**config.mk**
```make
export PLATFORM = sky130hd
export DESIGN_NAME = mul_early_term
export DESIGN_NICKNAME = d
export VERILOG_FILES = /design/src/rtl/mul_et_pkg.sv /design/src/rtl/mul_et_ctrl.sv /design/src/rtl/mul_et_datapath.sv /design/src/rtl/mul_early_term.sv
export SDC_FILE = /design/constraint.sdc
export NUM_CORES = 2
export LEC_CHECK = 0
export BUFFER_PORTS_ARGS = -buffer_cell sky130_fd_sc_hd__buf_2
export CAP_MARGIN = 10
export CORE_MARGIN = 1.5
export CORE_UTILIZATION = 40
export CTS_CLUSTER_DIAMETER = 30
export DETAILED_ROUTE_END_ITERATION = 16
export GPL_TIMING_DRIVEN = 0
export PLACE_DENSITY_LB_ADDON = 0.3
export SLEW_MARGIN = 20
export SYNTH_ARGS = -nofsm -noshare
export SYNTH_HDL_FRONTEND = slang
export SYNTH_SLANG_ARGS = --single-unit
```
**constraint.sdc**
```tcl
create_clock -name clk -period 10.35 [get_ports clk]
set_input_delay 2.07 -clock clk [delete_from_list [all_inputs] [get_ports clk]]
set_output_delay 2.07 -clock clk [all_outputs]
set_load 0.03 [all_outputs]
```
**src/rtl/mul_et_pkg.sv**
```systemverilog
package mul_et_pkg;

    localparam int OPW    = 32;
    localparam int ACCW   = 2 * OPW;
    localparam int CHUNK  = 12;
    localparam int MAXIT  = (OPW + CHUNK - 1) / CHUNK;
    localparam int ITW    = $clog2(MAXIT + 1);

    typedef enum logic [1:0] {
        ST_IDLE = 2'd0,
        ST_ITER = 2'd1,
        ST_FIN  = 2'd2
    } mul_state_e;

    typedef struct packed {
        logic is_signed;
        logic is_long;
        logic use_acc;
    } mul_op_t;

    function automatic logic [ACCW-1:0] widen(input logic [OPW-1:0] v, input logic sgn);
        widen = sgn ? {{(ACCW-OPW){v[OPW-1]}}, v} : {{(ACCW-OPW){1'b0}}, v};
    endfunction

endpackage

```
**src/rtl/mul_et_ctrl.sv**
```systemverilog
module mul_et_ctrl
    import mul_et_pkg::*;
(
    input  logic clk,
    input  logic rst,
    input  logic start,
    input  logic op_long,
    input  logic last,
    output logic load,
    output logic step,
    output logic fin_short,
    output logic fin_long,
    output logic busy,
    output logic done
);

    mul_state_e     state_q;
    logic           long_q;
    logic [ITW-1:0] cnt_q;

    assign load      = (state_q == ST_IDLE) && start;
    assign step      = (state_q == ST_ITER);
    assign fin_short = step && last && !long_q;
    assign fin_long  = (state_q == ST_FIN);
    assign busy      = (state_q != ST_IDLE);

    always_ff @(posedge clk) begin
        if (rst) begin
            state_q <= ST_IDLE;
            long_q  <= 1'b0;
            cnt_q   <= '0;
            done    <= 1'b0;
        end else begin
            done <= fin_short || fin_long;
            unique case (state_q)
                ST_IDLE: if (start) begin
                    state_q <= ST_ITER;
                    long_q  <= op_long;
                    cnt_q   <= '0;
                end
                ST_ITER: begin
                    cnt_q <= cnt_q + 1'b1;
                    if (last) state_q <= long_q ? ST_FIN : ST_IDLE;
                end
                ST_FIN:  state_q <= ST_IDLE;
                default: state_q <= ST_IDLE;
            endcase
        end
    end

    // no operation needs more than MAXIT iterations
    a_r7_iter_bound: assert property (@(posedge clk) disable iff (rst)
        (state_q == ST_ITER) |-> (cnt_q < ITW'(MAXIT)));

    // completion strobe lasts one cycle
    a_r9_done_pulse: assert property (@(posedge clk) disable iff (rst)
        done |=> !done);

    // accepted start raises busy next cycle
    a_r9_busy_after_start: assert property (@(posedge clk) disable iff (rst)
        (start && !busy) |=> busy);

    // busy is low while done is shown
    a_r9_done_not_busy: assert property (@(posedge clk) disable iff (rst)
        done |-> !busy);

endmodule

```
**src/rtl/mul_et_datapath.sv**
```systemverilog
module mul_et_datapath
    import mul_et_pkg::*;
(
    input  logic            clk,
    input  logic            rst,
    input  logic            load,
    input  logic            step,
    input  mul_op_t         op,
    input  logic [OPW-1:0]  a,
    input  logic [OPW-1:0]  b,
    input  logic [ACCW-1:0] acc_in,
    output logic            last,
    output logic [ACCW-1:0] sum_q,
    output logic [ACCW-1:0] sum_nx
);

    logic [ACCW-1:0]       mcand_q;
    logic signed [OPW:0]   rem_q;
    logic signed [OPW:0]   rest;
    logic [CHUNK-1:0]      digit;
    logic                  rest_neg;
    logic [ACCW-1:0]       partial;
    logic [ACCW-1:0]       fixup;
    logic [ACCW-1:0]       acc_init;

    assign digit    = rem_q[CHUNK-1:0];
    assign rest     = rem_q >>> CHUNK;
    assign rest_neg = &rest;
    assign last     = (rest == '0) || rest_neg;
    assign partial  = mcand_q * ACCW'(digit);
    assign fixup    = rest_neg ? (mcand_q << CHUNK) : '0;
    assign sum_nx   = sum_q + partial - fixup;

    always_comb begin
        acc_init = '0;
        if (op.use_acc)
            acc_init = op.is_long ? acc_in : {{(ACCW-OPW){1'b0}}, acc_in[OPW-1:0]};
    end

    always_ff @(posedge clk) begin
        if (rst) begin
            mcand_q <= '0;
            rem_q   <= '0;
            sum_q   <= '0;
        end else if (load) begin
            mcand_q <= widen(a, op.is_signed);
            rem_q   <= op.is_signed ? {b[OPW-1], b} : {1'b0, b};
            sum_q   <= acc_init;
        end else if (step) begin
            mcand_q <= mcand_q << CHUNK;
            rem_q   <= rest;
            sum_q   <= sum_nx;
        end
    end

    // a step that does not finish leaves a non-trivial remainder
    a_r6_rem_shrinks: assert property (@(posedge clk) disable iff (rst)
        (step && !last) |=> (rem_q != '0) && !(&rem_q));

endmodule

```
**src/rtl/mul_early_term.sv**
```systemverilog
module mul_early_term
    import mul_et_pkg::*;
(
    input  logic        clk,
    input  logic        rst,
    input  logic        start,
    input  logic        op_signed,
    input  logic        op_long,
    input  logic        op_acc,
    input  logic [31:0] a,
    input  logic [31:0] b,
    input  logic [63:0] acc_in,
    output logic        busy,
    output logic        done,
    output logic [63:0] result
);

    mul_op_t         op;
    logic            load, step, fin_short, fin_long, last;
    logic [ACCW-1:0] sum_q, sum_nx;

    assign op = '{is_signed: op_signed, is_long: op_long, use_acc: op_acc};

    mul_et_ctrl u_ctrl (
        .clk       (clk),
        .rst       (rst),
        .start     (start),
        .op_long   (op_long),
        .last      (last),
        .load      (load),
        .step      (step),
        .fin_short (fin_short),
        .fin_long  (fin_long),
        .busy      (busy),
        .done      (done)
    );

    mul_et_datapath u_dp (
        .clk    (clk),
        .rst    (rst),
        .load   (load),
        .step   (step),
        .op     (op),
        .a      (a),
        .b      (b),
        .acc_in (acc_in),
        .last   (last),
        .sum_q  (sum_q),
        .sum_nx (sum_nx)
    );

    always_ff @(posedge clk) begin
        if (rst)
            result <= '0;
        else if (fin_short)
            result <= {{(ACCW-OPW){1'b0}}, sum_nx[OPW-1:0]};
        else if (fin_long)
            result <= sum_q;
    end

    // result moves only when done is shown
    a_r11_result_hold: assert property (@(posedge clk) disable iff (rst)
        !done |-> $stable(result));

    // a short result finishes straight from the iteration state
    a_r2_short_upper_zero: assert property (@(posedge clk) disable iff (rst)
        fin_short |=> (result[63:32] == '0) && done);

endmodule

```
==> out/metrics.csv <==
stage,metric,value,unit
status,status,completed,
critical_path,crit_type,reg2reg,
critical_path,crit_cells,27,
timing,grt_setup_unrepaired,no,
clocking,cts_root_buf,clkbuf_16,
synth,ys_types,86,
synth,netlist_instances,4015,
timing,final_max_slew_viol_count,0,
global_route,grtUsageTotal,0.300,
critical_path,slowest_stage,clkbuf_1,
routing,drtIter0Drc,2889,
critical_path,ff2ff_path_depth,27,
critical_path,r2r-start,u_dp.rem_q[32]$_SDFFE_PP0P_,
critical_path,crit_family,adder cells,
clocking,clock-sinks,229,
synth,ys_seq_area_frac,0.135,
timing,period_share,0.895,
place,placed_cell_area,36300,um^2
synth,synth_top_family_by_area,adder cells,
final_layout,layout-drive-gt1-share,0.0829,
critical_path,cpPeakStageDelay,940,ps
synth,yosys_register_bits,229,
routing,drc,0,
final_layout,fin_nets,5165,
routing,wl_per_cell,23.3,um
place,dp_hpwl,104000,um
timing,tightest_slew,1240,ps
final_layout,final_cell_mix,"820 x inv_1, 675 x fa_1, 616 x nand2_1",
clocking,clock_latency,630,ps
clocking,clock_path_buffers,3,
routing,postRouteAntennaNets,0,
synth,syn_nets,4909,
hold_path,hold_path_depth,2,
synth,postSynth.asyncResetShare,0,
hold_path,hold_path.startpoint,result[60]$_SDFFE_PP0N_,
critical_path,cp-end-kind,flip-flop,
critical_path,arrival,9770,ps
place,io_buffers,198,
flow_run,maxCapViolations,0,
clocking,cts_resized,0,
pwr,power.leakage,17.3,nW
synth,synth-compound-area-share,0.113,
synth,avgSynthCellArea,8.44,um^2
timing,finalCriticalPeriod,9270,ps
routing,drt-pass1-iter-count,6,
critical_path,timing.rr.end,u_dp.sum_q[55]$_SDFFE_PP0P_,
final_layout,syn2layout_area_growth,13.0,%
global_route,grt_antenna_before_repair,6,
floorplanning,die_area,86500,um^2
global_route,grt_pass1_vias,30062,
clocking,cts_tree,built,
routing,vias,29484,
floorplanning,num_rows,106,
floorplanning,initial_core_util,0.404,
critical_path,worst_setup_path_start_kind,flip-flop,
clocking,htree_levels,2,
hold_path,hold_class,reg2reg,
synth,synth_xor_area_frac,0.0196,
timing,setup_tns,0,ps
pwr,peakVddDrop,180,uV
timing,slew_headroom,0.174,
routing,avgViaCountPerCell,5.40,
synth,synthMuxAreaShare,0.00148,
synth,ys.flop_type,dfxtp_1,
place,place_congestion,0.984,
critical_path,r2r_slack,1080,ps
synth,synth-simple-area-share,0.176,
timing,skew,46.5,ps
floorplanning,io_pins,200,
timing,setup_viol,0,
floorplanning,die_x,294,um
global_route,overflow,0,
critical_path,path_buf_inv,6,
clocking,clk_pin_slew,50,ps
global_route,grt_pass1_wl,191000,um
clocking,numCtsBuffers,56,
critical_path,cp_max_fo,10,
routing,drt_wl_total,127000,um
synth,synth-edff-count,0,
critical_path,cp_common_cell,fa_1,
timing,fmax,108,MHz
final_layout,layout_commonest_cell,inv_1,
clocking,cts_setup_buffers,0,
final_layout,final_core_util,0.457,
critical_path,cp.required,10850,ps
hold_path,hold_path_end,result[60]$_SDFFE_PP0N_,
synth,yosysWarnings,0,
floorplanning,core-area,83800,um^2
synth,synth_area,33900,um^2
global_route,grt_max_degree,17,
synth,synthAdderAreaFrac,0.430,
floorplanning,fp.dieH,294,um
clocking,cts_hold_buf,0,
timing,finalHoldViolations,0,
pwr,pwr_density_cell,239,nW/um^2
final_layout,final_cell_area,38300,um^2
==> flip-flops by register name, indices dropped and copies added, names as in the netlist <==
register,flops
u_dp.sum_q,64
result,64
u_dp.mcand_q,64
u_ctrl.state_q,2
u_dp.rem_q,33
u_ctrl.long_q,1
u_ctrl.done,1
==> how the worst max path moves through the flow <==
| stage | start | end | slack, ps |
|---|---|---|---|
| 2_1_floorplan | u_dp.rem_q[13]$_SDFFE_PP0P_ | u_dp.sum_q[57]$_SDFFE_PP0P_ | 3290 |
| 3_3_place_gp | u_dp.rem_q[32]$_SDFFE_PP0P_ | u_dp.sum_q[57]$_SDFFE_PP0P_ | 1480 |
| 3_5_place_dp | u_dp.rem_q[32]$_SDFFE_PP0P_ | u_dp.sum_q[55]$_SDFFE_PP0P_ | 1440 |
| 4_1_cts | u_dp.rem_q[32]$_SDFFE_PP0P_ | u_dp.sum_q[55]$_SDFFE_PP0P_ | 1370 |
| 5_1_grt | u_dp.rem_q[32]$_SDFFE_PP0P_ | u_dp.sum_q[57]$_SDFFE_PP0P_ | 1020 |
| 6_report | u_dp.rem_q[32]$_SDFFE_PP0P_ | u_dp.sum_q[55]$_SDFFE_PP0P_ | 1080 |
==> worst reg2reg max path: stages, from the launching register on <==
cell       delay [ps]
dfxtp_1           480
nand4_1           140
or4_1             530
nor3_2            570
clkbuf_1          940
nand2_1           200
fa_1              540
inv_1              50
fa_1              470
fa_1              430
fa_1              540
inv_1              60
fa_1              480
inv_1              90
fa_1              490
inv_1              40
ha_1              250
buf_2             170
a21o_1            200
a31o_2            270
o22ai_1           420
nand2_1           160
o211ai_1          480
nand3_1           210
a21boi_1          300
o21bai_1          140
xnor2_1           150
a2111oi_0         380
==> cell usage after synthesis (all sizes together) (26+ instances only) <==
cell type	n	share of area
nand4	26	0.0048
ha	85	0.031
o21ai	43	0.0070
a21oi	249	0.037
dfxtp	229	0.14
a211oi	65	0.014
xnor2	48	0.012
a21o	36	0.0080
a2111oi	42	0.012
clkbuf	253	0.030
inv	820	0.091
xor2	28	0.0072
fa	675	0.40
nand2	617	0.069
nand3	27	0.0040
nor2	140	0.016
a22oi	49	0.011
nor3	68	0.010
and2	343	0.063
==> through the flow <==
stage	total power, mW	setup WS [ps]	hold slack [ps]	instances
after floorplan	5.28	3290	432	4015
after global placement	7.10	1480	446	5347
after detailed placement	7.09	1440	447	5347
after CTS	8.98	1370	455	5453
after global routing	9.79	1020	477	5453
final	9.16	1080	454	5457
==> where the power goes <==
| group | switching, mW | leakage [nW] | internal [mW] |
|---|---|---|---|
| sequential | 0.144 | 1.88 | 0.996 |
| clock | 0.644 | 0.946 | 1.19 |
| combinational | 3.99 | 14.4 | 2.20 |
| total | 4.77 | 17.3 | 4.39 |
==> cell type report <==
type / instances / area [um^2]
fillers: 8410 / 45500
multi-input cells: 2690 / 25100
flip-flops and latches: 229 / 4580
inverters: 820 / 3080
clock buffers: 65 / 1490
well taps: 1134 / 1420
plain buffers: 276 / 1160
repair buffers: 198 / 991
clock inverters: 41 / 484
diodes: 4 / 10.0
==> layer usage <==
metal | track usage | part of all wire | vias up | wire length (um)
met5 | 0 | 0.00047 | - | 60
met4 | 0.127 | 0.046 | 8 | 5820
met3 | 0.0828 | 0.12 | 283 | 15400
met2 | 0.439 | 0.42 | 1608 | 53700
met1 | 0.415 | 0.41 | 14830 | 52100
li1 | - | - | 12755 | -
==> cells by family (layout without fill, tap and decap cells) <==
family	Yosys count	count (layout)
and+or+nand+nor	1267	1267
xor gates and xnor gates	76	76
AOI/OAI and AO/OA	582	582
adders and majority gates	760	760
DFF	229	229
buffers and inverters	1096	1400
muxes	5	5
other	0	4
Note: power is estimated with default switching activity, not from simulation.
